`src/rtl/bus_wr_seq_pkg.sv`:
```
package bus_wr_seq_pkg;
  typedef enum logic [3:0] {
    PH_IDLE = 4'd0,
    PH_12   = 4'd1,
    PH_13   = 4'd2,
    PH_14   = 4'd3,
    PH_15   = 4'd4,
    PH_16   = 4'd5,
    PH_WA   = 4'd6,
    PH_WB   = 4'd7,
    PH_17   = 4'd8,
    PH_18   = 4'd9,
    PH_19   = 4'd10
  } wph_t;
endpackage

```
`src/rtl/bus_wr_seq_fsm.sv`:
```
module bus_wr_seq_fsm
  import bus_wr_seq_pkg::*;
(
  input  logic clk,
  input  logic rst_n,
  input  logic start,
  input  logic ack_n,
  input  logic buserr_n,
  output wph_t phase,
  output logic term_err
);
  wph_t phase_nxt;
  logic term_seen;
  logic sample_pt;

  assign sample_pt = (phase == PH_16) || (phase == PH_WB);
  assign term_seen = sample_pt && (!ack_n || !buserr_n);

  always_comb begin
    phase_nxt = phase;
    unique case (phase)
      PH_IDLE: if (start) phase_nxt = PH_12;
      PH_12:   phase_nxt = PH_13;
      PH_13:   phase_nxt = PH_14;
      PH_14:   phase_nxt = PH_15;
      PH_15:   phase_nxt = PH_16;
      PH_16:   phase_nxt = term_seen ? PH_17 : PH_WA;
      PH_WA:   phase_nxt = PH_WB;
      PH_WB:   phase_nxt = term_seen ? PH_17 : PH_WA;
      PH_17:   phase_nxt = PH_18;
      PH_18:   phase_nxt = PH_19;
      PH_19:   phase_nxt = PH_IDLE;
      default: phase_nxt = PH_IDLE;
    endcase
  end

  always_ff @(posedge clk or negedge rst_n) begin
    if (!rst_n) begin
      phase <= PH_IDLE;
    end else begin
      phase <= phase_nxt;
    end
  end

  always_ff @(posedge clk or negedge rst_n) begin
    if (!rst_n) begin
      term_err <= 1'b0;
    end else if (term_seen) begin
      term_err <= !buserr_n;
    end
  end
endmodule

```
`src/rtl/bus_wr_seq_drive.sv`:
```
module bus_wr_seq_drive
  import bus_wr_seq_pkg::*;
#(
  parameter int ADDR_W = 24,
  parameter int DATA_W = 16,
  parameter int FC_W   = 3
) (
  input  logic              clk,
  input  logic              rst_n,
  input  logic              start,
  input  wph_t              phase,
  input  logic              term_err,
  input  logic [ADDR_W-1:0] addr_in,
  input  logic [FC_W-1:0]   fc_in,
  input  logic [1:0]        be_in,
  input  logic [DATA_W-1:0] wdata_in,
  output logic [ADDR_W-1:0] addr_out,
  output logic [FC_W-1:0]   fc_out,
  output logic              addr_oe,
  output logic              addr_strb_n,
  output logic              hi_strb_n,
  output logic              lo_strb_n,
  output logic              rd_wr_n,
  output logic [DATA_W-1:0] wdata_out,
  output logic              data_oe,
  output logic              done,
  output logic              err
);
  localparam int LANES = 2;

  logic              cap_en;
  logic [ADDR_W-1:0] addr_q;
  logic [FC_W-1:0]   fc_q;
  logic [LANES-1:0]  be_q;
  logic [DATA_W-1:0] data_q;
  logic              in_cycle, in_write, in_data, in_strobe;
  logic [LANES-1:0]  strb_n;

  assign cap_en = (phase == PH_IDLE) && start;

  always_ff @(posedge clk or negedge rst_n) begin
    if (!rst_n) begin
      addr_q <= '0;
      fc_q   <= '0;
      be_q   <= '0;
      data_q <= '0;
    end else if (cap_en) begin
      addr_q <= addr_in;
      fc_q   <= fc_in;
      be_q   <= be_in;
      data_q <= wdata_in;
    end
  end

  always_comb begin
    in_cycle  = (phase != PH_IDLE);
    in_write  = 1'b0;
    in_data   = 1'b0;
    in_strobe = 1'b0;
    unique case (phase)
      PH_14:               in_write = 1'b1;
      PH_15:        begin in_write = 1'b1; in_data = 1'b1; end
      PH_16, PH_WA, PH_WB,
      PH_17, PH_18: begin in_write = 1'b1; in_data = 1'b1; in_strobe = 1'b1; end
      PH_19:        begin in_write = 1'b1; in_data = 1'b1; end
      default: ;
    endcase
  end

  for (genvar g = 0; g < LANES; g++) begin : g_lane
    assign strb_n[g] = !(in_strobe && be_q[g]);
  end

  assign addr_out    = addr_q;
  assign fc_out      = fc_q;
  assign wdata_out   = data_q;
  assign addr_oe     = in_cycle;
  assign addr_strb_n = !(in_cycle && (phase != PH_19));
  assign hi_strb_n   = strb_n[1];
  assign lo_strb_n   = strb_n[0];
  assign rd_wr_n     = !in_write;
  assign data_oe     = in_data;
  assign done        = (phase == PH_19) && !term_err;
  assign err         = (phase == PH_19) && term_err;
endmodule

```
`src/rtl/bus_wr_seq.sv`:
```
module bus_wr_seq
  import bus_wr_seq_pkg::*;
#(
  parameter int ADDR_W = 24,
  parameter int DATA_W = 16,
  parameter int FC_W   = 3
) (
  input  logic              clk,
  input  logic              rst_n,
  input  logic              start,
  input  logic [ADDR_W-1:0] addr_in,
  input  logic [FC_W-1:0]   fc_in,
  input  logic [1:0]        be_in,
  input  logic [DATA_W-1:0] wdata_in,
  input  logic              ack_n,
  input  logic              buserr_n,
  output logic [ADDR_W-1:0] addr_out,
  output logic [FC_W-1:0]   fc_out,
  output logic              addr_oe,
  output logic              addr_strb_n,
  output logic              hi_strb_n,
  output logic              lo_strb_n,
  output logic              rd_wr_n,
  output logic [DATA_W-1:0] wdata_out,
  output logic              data_oe,
  output logic              done,
  output logic              err
);
  logic [1:0] rst_sync;
  logic       rst_int_n;
  wph_t       phase;
  logic       term_err;

  always_ff @(posedge clk or negedge rst_n) begin
    if (!rst_n) begin
      rst_sync <= 2'b00;
    end else begin
      rst_sync <= {rst_sync[0], 1'b1};
    end
  end
  assign rst_int_n = rst_sync[1];

  bus_wr_seq_fsm u_fsm (
    .clk      (clk),
    .rst_n    (rst_int_n),
    .start    (start),
    .ack_n    (ack_n),
    .buserr_n (buserr_n),
    .phase    (phase),
    .term_err (term_err)
  );

  bus_wr_seq_drive #(
    .ADDR_W (ADDR_W),
    .DATA_W (DATA_W),
    .FC_W   (FC_W)
  ) u_drive (
    .clk         (clk),
    .rst_n       (rst_int_n),
    .start       (start),
    .phase       (phase),
    .term_err    (term_err),
    .addr_in     (addr_in),
    .fc_in       (fc_in),
    .be_in       (be_in),
    .wdata_in    (wdata_in),
    .addr_out    (addr_out),
    .fc_out      (fc_out),
    .addr_oe     (addr_oe),
    .addr_strb_n (addr_strb_n),
    .hi_strb_n   (hi_strb_n),
    .lo_strb_n   (lo_strb_n),
    .rd_wr_n     (rd_wr_n),
    .wdata_out   (wdata_out),
    .data_oe     (data_oe),
    .done        (done),
    .err         (err)
  );
endmodule

```
`config.mk`:
```
export PLATFORM = sky130hd
export DESIGN_NAME = bus_wr_seq
export DESIGN_NICKNAME = d
export VERILOG_FILES = /design/src/rtl/bus_wr_seq_pkg.sv /design/src/rtl/bus_wr_seq_fsm.sv /design/src/rtl/bus_wr_seq_drive.sv /design/src/rtl/bus_wr_seq.sv
export SDC_FILE = /design/constraint.sdc
export NUM_CORES = 1
export LEC_CHECK = 0
export BUFFER_PORTS_ARGS = -buffer_cell sky130_fd_sc_hd__buf_4
export CORE_ASPECT_RATIO = 0.9
export CORE_MARGIN = 8
export CORE_UTILIZATION = 50
export CTS_CLUSTER_SIZE = 16
export DETAILED_ROUTE_END_ITERATION = 10
export PLACE_DENSITY = 0.87
export SYNTH_ARGS = -nofsm -noshare
export SYNTH_HDL_FRONTEND = slang
export SYNTH_SLANG_ARGS = --single-unit
```
`constraint.sdc`:
```
create_clock -name clk -period 4.8 [get_ports clk]
set_input_delay 0.24 -clock clk [delete_from_list [all_inputs] [get_ports clk]]
set_output_delay 0.24 -clock clk [all_outputs]
set_load 0.005 [all_outputs]
```
# Word-level counts from Yosys, hierarchy flattened

Cells that the tools add are included.

Register bits: 52
Output and inout bits: 51
Word-level logic and storage cells: 47
Bits of input ports: 50

Multiplexer cells: 6
Reductions and logical operators: 22
Equality and inequality tests: 12

Operators by type and width:

| operator                                                         | number |
|---|---|
| 4-bit case mux with 9 select lines                               | 1 |
| 4-bit by 3-bit == test with 1-bit output (second input constant) | 4 |
| 4-bit == test (second input constant)                            | 3 |
| 4-bit by 2-bit == test with 1-bit output (second input constant) | 2 |
| 4-bit two-way mux                                                | 2 |
| 8-bit OR reduction                                               | 1 |
| 1-bit logical AND                                                | 7 |
| 1-bit logical NOT                                                | 7 |
| 7-bit OR reduction                                               | 1 |
| 5-bit OR reduction                                               | 1 |
| 4-bit by 1-bit == test with 1-bit output (second input constant) | 1 |
| 4-bit logical NOT                                                | 1 |
| 4-bit != test (second input constant)                            | 1 |
| 4-bit nonzero test                                               | 1 |
| 1-bit two-way mux                                                | 3 |
| 1-bit logical OR                                                 | 2 |
| 2-bit != test (second input constant)                            | 1 |
| 2-bit OR reduction                                               | 1 |

# Longest topological paths before layout

Gate-level depths: netlist (run 1).

Depth after elaboration: 5
Gate-level depth with buffers: 5

# Hierarchy

A second synthesis (run 1) with hierarchy kept.

Cell total of the unflattened synthesis: 139
Area total of the unflattened synthesis: 2267.2 µm²

Modules (own cells, without submodules):

| module           | cells an instance | area each (µm²) | instances | sequential area each (µm²) |
|---|---|---|---|---|
| bus_wr_seq_drive | 112               | 1946.9          | 1         | 1126.1 |
| bus_wr_seq_fsm   | 24                | 266.5           | 1         | 125.1 |
| bus_wr_seq       | 3                 | 53.8            | 1         | 50.0 |

# Least setup slack after synthesis (run 1)

Ideal clock, no wire load.

Path type: reg2reg
Start: register u_fsm.phase[1]
End: register u_drive.addr_q[0], in the netlist u_drive.addr_out[0]
Data arrival time: 1223 ps
Slack: 3452 ps
Stages on the path, launching flop included: 6
Clock period less this slack: 1348 ps
Setup time: 125 ps
Path through: dfrtp_1 > buf_6 > nor2_4 > nand3_4 > buf_6 > mux2_4

Cells in the longest elaborated chain, start to end: 2

Ends and longest elaborated chain:

| what                     | line                   | RTL |
|---|---|---|
| start: declaration       | bus_wr_seq_fsm.sv:9    | `output wph_t phase,` |
| start signal: assignment | bus_wr_seq_fsm.sv:41   | `phase <= phase_nxt;` |
| 4-bit logical NOT        | bus_wr_seq_drive.sv:39 | `assign cap_en = (phase == PH_IDLE) && start;` |
| 1-bit logical AND        | bus_wr_seq_drive.sv:39 |  |
| end signal: assignment   | bus_wr_seq_drive.sv:48 | `addr_q <= addr_in;` |
| end: declaration         | bus_wr_seq_drive.sv:32 | `logic [ADDR_W-1:0] addr_q;` |

No other way between the ends.
A chain may end at the register's enable or synchronous reset.

# Final worst setup path (run 1)

Start: register u_fsm.phase[3]
End: register u_drive.addr_q[18], in the netlist u_drive.addr_out[18]

Same word-level chain as after synthesis.

==> impl_metrics.toml, run 1 <==
[layout]
layout.nets = 290
diodes = 0
layout-drive-gt1-share_pct = 64.7
areaGrowthSynthToFinish_pct = 39.4
final_core_util_pct = 71.1

[drt]
vias = 1462
drt_iter0_drc = 41
final_antenna_net_count = 0
via_per_inst = 4.83
wl_per_cell_um = 17.6
drc = 0
firstDrtPassIters = 4
routed_wl_um = 5340

[logic_synthesis]
synth_flop_cell = "dfrtp_1"
yosysTopAreaCell = "dfrtp_1"
seq_area_frac_synth_pct = 58.3
synth_area_leaders = "dfrtp_1 (58%), mux2_4 (27%), buf_6 (2.5%), mux2_2 (2.5%), nand2_1 (1.3%)"
synth_nets = 190
yosysMostFrequentCell = "dfrtp_1"
synth_commonest_cells = "dfrtp_1 (52), mux2_4 (40), nand2_1 (8)"
synth.distinct_cells = 22
syn_area_um2 = 2230
synth-edff-count = 0
synth_top_cell_area_share_pct = 58.3
synth-warning-count = 0
ys_seq_elements = 52
postSynthAreaPerCell_um2 = 15.9
async_reset_ff_share_pct = 100
synth_cells = 140

[timing]
fin_crit_ps = 2140
slew_headroom_pct = 28.7
slew_viol_final = 0
worstMarginPinSlew_ps = 1070
fin_skew_ps = 12.7
hold_viol_final = 0
rsz0062_at_grt = "no"
finalCritPeriodShare_pct = 44.5
setup_viol = 0
fmax_mhz = 468
setup_tns_ps = 0

[cts]
clk_path_buf_depth = 2
cts_resized = 0
cts_root_buffer = "clkbuf_8"
numCtsBuffers = 5
hold_buffers = 1
h-tree-depth = 2
clkLatencyLatePin_ps = 300
cts_sinks = 52
cts_setup_buffers = 0
clk_pin_slew_ps = 80
cts_tree = "built"

[pwr]
p_leak_uw = 0.00162
power.share.clock_pct = 14.1
switchingPower_uw = 598
p_seq_share_pct = 40.3
ir_drop_mv = 0.300
cellInternalPower_uw = 1450
swShare_pct = 29.3
power.density_nw_per_um2 = 657
pwr-share-comb_pct = 45.5

[die]
initial_core_util_pct = 51.0
die_y_um = 79.4
dieArea_um2 = 6860
die_x_um = 86.4
core_um2 = 4370
rows = 23
ios = 101

[grt]
grt_busiest_layer = "met2"
grt_use_total_pct = 15.3
grt_use_met3_pct = 4.84
grt_antenna_before_repair = 0
grtUsageMet1_pct = 18.6
first_global_vias = 1572
grt_overflow = 0
grtUsageMet2_pct = 25.6
grt_pass1_wl_um = 8180
grt_max_degree = 51

[worst_setup_path]
crit_path_top_delay_cell = "nand3_4"
cp_cell_sequence = "nor2_1 > nand3_4 > mux2_4"
max_stage_delay_ps = 660
critical_path.top_delay_family = "simple AND/OR/NAND/NOR gates"
cp-end-kind = "flip-flop"
critPathKind = "reg -> reg"
critPathRequiredTime_ps = 4970
cp_max_fo = 45
worst_ep_arrival_time_ps = 2310
critPathBufInv = 0
cp-start-kind = "flip-flop"

[place]
gp_congestion = 0.739
numPortBuffers = 100
dpl.hpwl_um = 4050

[run]
maxCapViolCount = 0

[worst_hold_path]
hold_path.class = "in -> reg"

[status]
outcome = "complete, no violations"
==> placed cells by master, fill, tap and decap left out <==
cell           instances
nor3_1                 3
nand2b_1               1
clkbuf_1               1
and2_1                 1
or3b_2                 1
a21oi_1                1
nor4b_1                1
conb_1                 1
bufinv_16              1
dfrtp_2                1
dfrtp_1               51
clkinv_2               1
mux2_2                 5
nor4_1                 2
xor2_1                 2
nand2_1                8
nand3_4                1
dlygate4sd3_1          1
nor2b_1                2
clkbuf_8               5
nor2_4                 1
mux2_4                40
o21ai_0                5
nor2_1                 3
a31oi_1                1
buf_4                100
nand3b_1               1
==> kinds of logic (layout without fill, tap and decap cells) <==
group / after synthesis / count (layout) / synth area share [%]
flops: 52 / 52 / 58.3
mux: 45 / 45 / 29.4
simple gates: 25 / 25 / 6.62
buf+inv: 8 / 109 / 3.03
compound gates: 7 / 7 / 1.63
xor+xnor: 2 / 2 / 0.785
other cells: 1 / 1 / 0.168
==> power by group through the flow <==
stage / combinational (uW) / clock [uW] / sequential [uW]
CTS: 947 / 297 / 824
floorplan: 533 / 0 / 791
finish: 930 / 289 / 824
detailed placement: 945 / 0 / 829
global route: 1000 / 316 / 856
global placement: 914 / 0 / 819
==> routing by layer <==
layer / routed length (um) / vias up
met4: 56 / 0
met3: 379 / 4
li1: - / 678
met1: 2290 / 720
met2: 2620 / 60
met5: 0 / -
==> path summary, 6_finish.rpt <==
| kind | start | to | slack [ps] | cells past startpoint |
|---|---|---|---|---|
| setup / recovery | u_fsm.phase[3] | u_drive.addr_out[18] | 2660 | 3 |
| min in group asynchronous | rst_n | rst_sync[0] | 260 | 2 |
| hold reg to reg | rst_sync[0] | rst_sync[1] | 360 | 0 |
| hold / removal | buserr_n | u_fsm.term_err | 140 | 2 |
| max in group asynchronous | rst_sync[1] | u_fsm.phase[0] | 3660 | 0 |
| setup reg to reg | u_fsm.phase[3] | u_drive.addr_out[18] | 2660 | 3 |
==> stage by stage <==
step / total power (uW) / cell area, um^2 / setup slack [ps] / hold slack [ps] / instances
after CTS: 2070 / 3110 / 2660 / 129 / 303
after global routing: 2170 / 3110 / 2540 / 146 / 303
after floorplan: 1320 / 2230 / 3250 / -55.6 / 140
after global placement: 1730 / 2990 / 2720 / 23.0 / 294
final: 2040 / 3110 / 2660 / 139 / 303
after detailed placement: 1770 / 2990 / 2660 / 24.7 / 294
==> registers in the layout (all words and copies together), names as in the netlist <==
register	cells
rst_sync	2
u_drive.addr_out	24
u_drive.be_q	2
u_drive.fc_out	3
u_drive.wdata_out	16
u_fsm.phase	4
u_fsm.term_err	1
==> area by class of cell <==
class	count	area, um^2
Tap cell	62	77.6
Sequential cell	52	1300
Fill cell	316	1260
Clock inverter	2	35.0
Multi-Input combinational cell	80	862
Clock buffer	6	72.6
Timing Repair Buffer	101	761
Power figures use the tool's default switching activity.
==> run 2, diff against run 1 <==
Settings changed: CORE_UTILIZATION 50 to 42, PLACE_DENSITY 0.87 to 0.79.
Clock period 4.8 ns to 1.9 ns, I/O delays scaled along.
==> run 2 against run 1 <==
  * Critical path depth is 2 higher
  * Sequential share of layout area shrank 1.2 points
  * Die area up 15%
  * First-iteration DRC count is 73% higher
  * Clock power increased to 2.6 times the previous value
==> impl_metrics.toml, run 2 (synthesis results as in run 1) <==
[die]
core_um2 = 5190
die_y_um = 85.1
die_x_um = 92.8
initial_core_util_pct = 43.0
rows = 25
dieArea_um2 = 7900
ios = 101

[drt]
via_per_inst = 4.74
wl_per_cell_um = 16.7
drc = 0
drt_iter0_drc = 71
routed_wl_um = 5250
firstDrtPassIters = 4
final_antenna_net_count = 0
vias = 1488

[timing]
setup_viol = 0
finalCritPeriodShare_pct = 94.7
setup_tns_ps = 0
rsz0062_at_grt = "no"
fin_crit_ps = 1800
hold_viol_final = 0
holdWs_ps = 17.6
slew_viol_final = 0
fmax_mhz = 556
fin_skew_ps = 7.92

[grt]
grt_pass1_wl_um = 8470
grt_antenna_before_repair = 0
grt_use_total_pct = 13.3
grt_overflow = 0
first_global_vias = 1586
grt_max_degree = 31

[cts]
clk_pin_slew_ps = 90
cts_root_buffer = "clkbuf_8"
cts_setup_buffers = 0
h-tree-depth = 2
cts_resized = 0
numCtsBuffers = 5
cts_tree = "built"
clkLatencyLatePin_ps = 300
clk_path_buf_depth = 2
cts_sinks = 52

[pwr]
ir_drop_mv = 0.713
finalPower_uw = 5310
power.density_nw_per_um2 = 1660
p_leak_uw = 0.00167

[worst_setup_path]
critical_path.top_delay_family = "simple AND/OR/NAND/NOR gates"
critPathBufInv = 2
cp_max_fo = 11
crit_path_top_delay_cell = "or3b_2"
worst-r2r-setup-slack_ps = 270
worst_ep_arrival_time_ps = 1700
cp-end-kind = "output pin"
critPathRequiredTime_ps = 1800
max_stage_delay_ps = 470
critPathKind = "reg -> out"
cp-start-kind = "flip-flop"
cpMostUsedCell = "buf_4"
cp_cell_sequence = "buf_4 > or3b_2 > o21ai_0 > nand2_1 > buf_4"

[layout]
layout_commonest_cell = "buf_4"
largest_reg_flops = 24
fillers = 405
layout-drive-gt1-share_pct = 65.6
layout.nets = 296
layout_common_cells = "buf_4 (102), dfrtp_1 (51), mux2_4 (40)"
diodes = 0
areaGrowthSynthToFinish_pct = 43.7

[place]
gp_congestion = 0.790
dpl.hpwl_um = 4020
numPortBuffers = 100

[worst_hold_path]
hold_path.class = "in -> reg"

[run]
maxCapViolCount = 0

[status]
outcome = "complete, no violations"
## run 2: cell count changes in the layout (fill, tap and decap cells not counted), sizes merged
cell / change
buf: +5
clkbuf: -1
clkinvlp: +1
dlygate4sd3: +1
## run 2: layout make-up
class,count,area (um^2),area share (%)
Sequential cell,52,1300,40.6
Multi-Input combinational cell,80,862,26.9
Tap cell,67,83.8,2.62
Clock inverter,3,42.5,1.33
Clock buffer,5,68.8,2.15
Timing Repair Buffer,107,846,26.4
## run 2: stage by stage
step	std cells	util, %	area, um^2	setup slack, ps
after detailed placement	304	59.2	3070	279
final	314	61.7	3210	101
after global placement	304	59.2	3070	313
after CTS	314	61.7	3210	81.7
after global routing	314	61.7	3210	15.3
after floorplan	140	-	2230	345
## run 2: path summary, 6_finish.rpt
check,to,startpoint,depth (start not counted)
hold / removal,u_drive.wdata_out[10],wdata_in[10],2
hold reg to reg,u_drive.be_q[0],rst_sync[1],0
max in group asynchronous,u_drive.fc_out[2],rst_sync[1],1
setup reg to reg,u_drive.addr_out[22],u_fsm.phase[0],4
min in group asynchronous,rst_sync[1],rst_n,2
setup / recovery,hi_strb_n,u_fsm.phase[2],5
## run 2: routing by layer
layer / up-vias / global-route usage (%) / share of wire [%]
li1: 695 / - / -
met3: 4 / 5.11 / 8.8
met5: - / 0 / 0
met4: 0 / 3.95 / 0.91
met2: 68 / 20.4 / 47
met1: 721 / 16.8 / 44
## run 2: where the power goes
group / switching (uW) / internal, uW / leakage [uW]
Sequential: 368 / 1660 / 0.000617
Clock: 347 / 390 / 0.0000541
Combinational: 845 / 1700 / 0.000997
Total: 1560 / 3750 / 0.00167
## run 2: timing repair
action	in CTS	in global routing
endpoints found under the hold margin	3	0
setup endpoints to repair	0	0
hold buffers	2	0
==> run 3, diff against run 2 <==
Settings changed: ABC_AREA from default to 1, CORE_MARGIN 8 to 2, MAX_ROUTING_LAYER from default to met4, PLACE_DENSITY 0.79 to 0.78.
==> run 3 against run 2 <==
  * Global-route usage increased by 6.7 points
  * Power decreased by 7.2%
  * Largest cell class unchanged
  * Flip-flop and latch count unchanged
  * Highest routed layer unchanged
  * Sequential power decreased by 2%
  * First-iteration DRC count increased by 72%
==> impl_metrics.toml, run 3 <==
[worst_setup_path]
cp_cell_sequence = "nor2_8 > buf_12 > nand2_1 > inv_1 > nor2_1 > buf_4"
r2r_cells = 4
cp-end-kind = "output pin"
critPathKind = "reg -> out"
r2r-start = "u_fsm.phase[3]"
max_stage_delay_ps = 500
cp-start-kind = "flip-flop"
cp_max_fo = 38
critPathRequiredTime_ps = 1800
worst-r2r-setup-slack_ps = 300
regToRegEndpoint = "u_drive.be_q[1]"
worst_ep_arrival_time_ps = 1650
crit_path_top_delay_cell = "dfrtp_1"

[logic_synthesis]
synth.distinct_cells = 15
synth-edff-count = 0
ys_seq_elements = 52
yosysTopAreaCell = "dfrtp_1"
synth_commonest_cells = "nand2_1 (108), dfrtp_1 (52), nand4_1 (47), buf_2 (14)"
synth_nets = 305
async_reset_ff_share_pct = 100
synth_flop_cell = "dfrtp_1"
synth_top_cell_area_share_pct = 57.0
seq_area_frac_synth_pct = 57.0
synth_cells = 255
synth_area_leaders = "dfrtp_1 (57%), nand2_1 (18%), nand4_1 (13%), buf_2 (3.1%), buf_6 (1.5%)"
synth-warning-count = 0
yosysMostFrequentCell = "nand2_1"
syn_area_um2 = 2280
postSynthAreaPerCell_um2 = 8.95

[pwr]
power.share.clock_pct = 13.2
power.density_nw_per_um2 = 1560
p_leak_uw = 0.00174
ir_drop_mv = 0.748
cellInternalPower_uw = 3000
p_seq_share_pct = 40.4
switchingPower_uw = 1920
pwr-share-comb_pct = 46.4
swShare_pct = 39.0

[grt]
first_global_vias = 2007
grt_antenna_before_repair = 0
grt_max_degree = 46
grt_pass1_wl_um = 8970
grt_use_total_pct = 20.0
grt_overflow = 0

[cts]
cts_tree = "built"
cts_sinks = 52
cts_resized = 0
clk_pin_slew_ps = 90
clkLatencyLatePin_ps = 300
clk_path_buf_depth = 2
cts_setup_buffers = 0
cts_root_buffer = "clkbuf_8"
numCtsBuffers = 5
h-tree-depth = 2

[timing]
worstMarginPinSlew_ps = 536
slew_headroom_pct = 64.3
rsz0062_at_grt = "no"
setup_viol = 0
fin_crit_ps = 1740
finalCritPeriodShare_pct = 91.7
fin_skew_ps = 9.58
slew_viol_final = 0
fmax_mhz = 574
hold_viol_final = 0
fin_ws_ps = 158
setup_tns_ps = 0

[die]
dieArea_um2 = 6040
die_x_um = 81.7
initial_core_util_pct = 43.4
rows = 25
core_um2 = 5260
die_y_um = 73.9
ios = 101

[layout]
layout_common_cells = "nand2_1 (108), buf_4 (104), dfrtp_1 (51)"
layout_commonest_cell = "nand2_1"
seq_area_um2 = 1300
diodes = 0
multi_input_area_um2 = 817
largest_reg_flops = 24
layout.nets = 398
layout-drive-gt1-share_pct = 33.5
areaGrowthSynthToFinish_pct = 38.4
fillers = 470

[drt]
wl_per_cell_um = 13.6
firstDrtPassIters = 4
vias = 2146
final_antenna_net_count = 0
via_per_inst = 5.16
routed_wl_um = 5660
drc = 0
drt_iter0_drc = 122

[worst_hold_path]
worstHoldStart = "wdata_in[3]"
hold_path_depth = 3
hold_path.class = "in -> reg"
min_delay_worst_endpoint = "u_drive.wdata_out[3]"

[run]
maxCapViolCount = 0

[status]
outcome = "complete, no violations"

[place]
dpl.hpwl_um = 3990
gp_congestion = 0.893
numPortBuffers = 100
pre_cts_ws_ps = 308
-- run 3: cell type report --
| cell class | instances | share of cell area [%] |
|---|---|---|
| flip-flops and latches | 52 | 41.2 |
| repair buffers | 107 | 26.3 |
| multi-input cells | 174 | 25.9 |
| clock buffers | 7 | 2.73 |
| well taps | 67 | 2.65 |
| inverters | 8 | 0.951 |
| clock inverters | 1 | 0.238 |
-- run 3: cell families (layout without fill, tap and decap cells) --
family | count (synthesis) | after routing | synth area share, %
and+or+nand+nor | 170 | 170 | 35.0
DFF | 52 | 52 | 57.0
buffers and inverters | 29 | 123 | 7.18
AOI/OAI and AO/OA | 3 | 3 | 0.658
other | 1 | 1 | 0.164
-- run 3: critical path: cells and delay by family, from the launching register on --
kind,cells,cell delay (ps)
buffers and inverters,3,430
flip-flops,1,500
AND/OR/NAND/NOR,3,420
-- run 3: how the worst max path moves through the flow --
stage | from | end | slack, ps | cells after the start
global route | u_fsm.phase[3] | rd_wr_n | 70 | 6
floorplan | rst_sync[1] | u_drive.addr_out[0] | 350 | 0
detailed placement | u_fsm.phase[3] | u_drive.be_q[1] | 310 | 4
finish | u_fsm.phase[3] | rd_wr_n | 160 | 6
global placement | u_fsm.phase[3] | u_drive.addr_out[9] | 390 | 4
CTS | u_fsm.phase[3] | rd_wr_n | 150 | 6
-- run 3: power by group through the flow --
| stage | registers (uW) | logic (uW) | clock network [uW] |
|---|---|---|---|
| finish | 1990 | 2280 | 650 |
| global placement | 2000 | 2240 | 0 |
| detailed placement | 2000 | 2310 | 0 |
| CTS | 1990 | 2310 | 669 |
| global route | 2060 | 2580 | 718 |
| floorplan | 1940 | 1280 | 0 |
-- run 3: repair_timing --
item | in CTS | in global routing
setup endpoints to repair | 0 | 0
hold buffers | 1 | 0
endpoints found under the hold margin | 2 | 0
-- run 3: per-stage QoR --
| stage | std cells | instance area (um^2) | hold WS (ps) | util (%) | power (uW) |
|---|---|---|---|---|---|
| after detailed placement | 407 | 3050 | -120 | 58.1 | 4310 |
| after global placement | 407 | 3050 | -121 | 58.1 | 4240 |
| final | 416 | 3160 | 46.6 | 60.1 | 4930 |
| after CTS | 416 | 3160 | 38.9 | 60.1 | 4970 |
| after global routing | 416 | 3160 | 39.5 | 60.1 | 5360 |
| after floorplan | 255 | 2280 | -201 | - | 3230 |
-- run 3: layer usage --
layer | GRT usage, % | part of all wire, %
met5 | - | 0
met4 | 7.41 | 2.0
met3 | 4.25 | 7.7
met2 | 32.1 | 48
met1 | 25.2 | 42
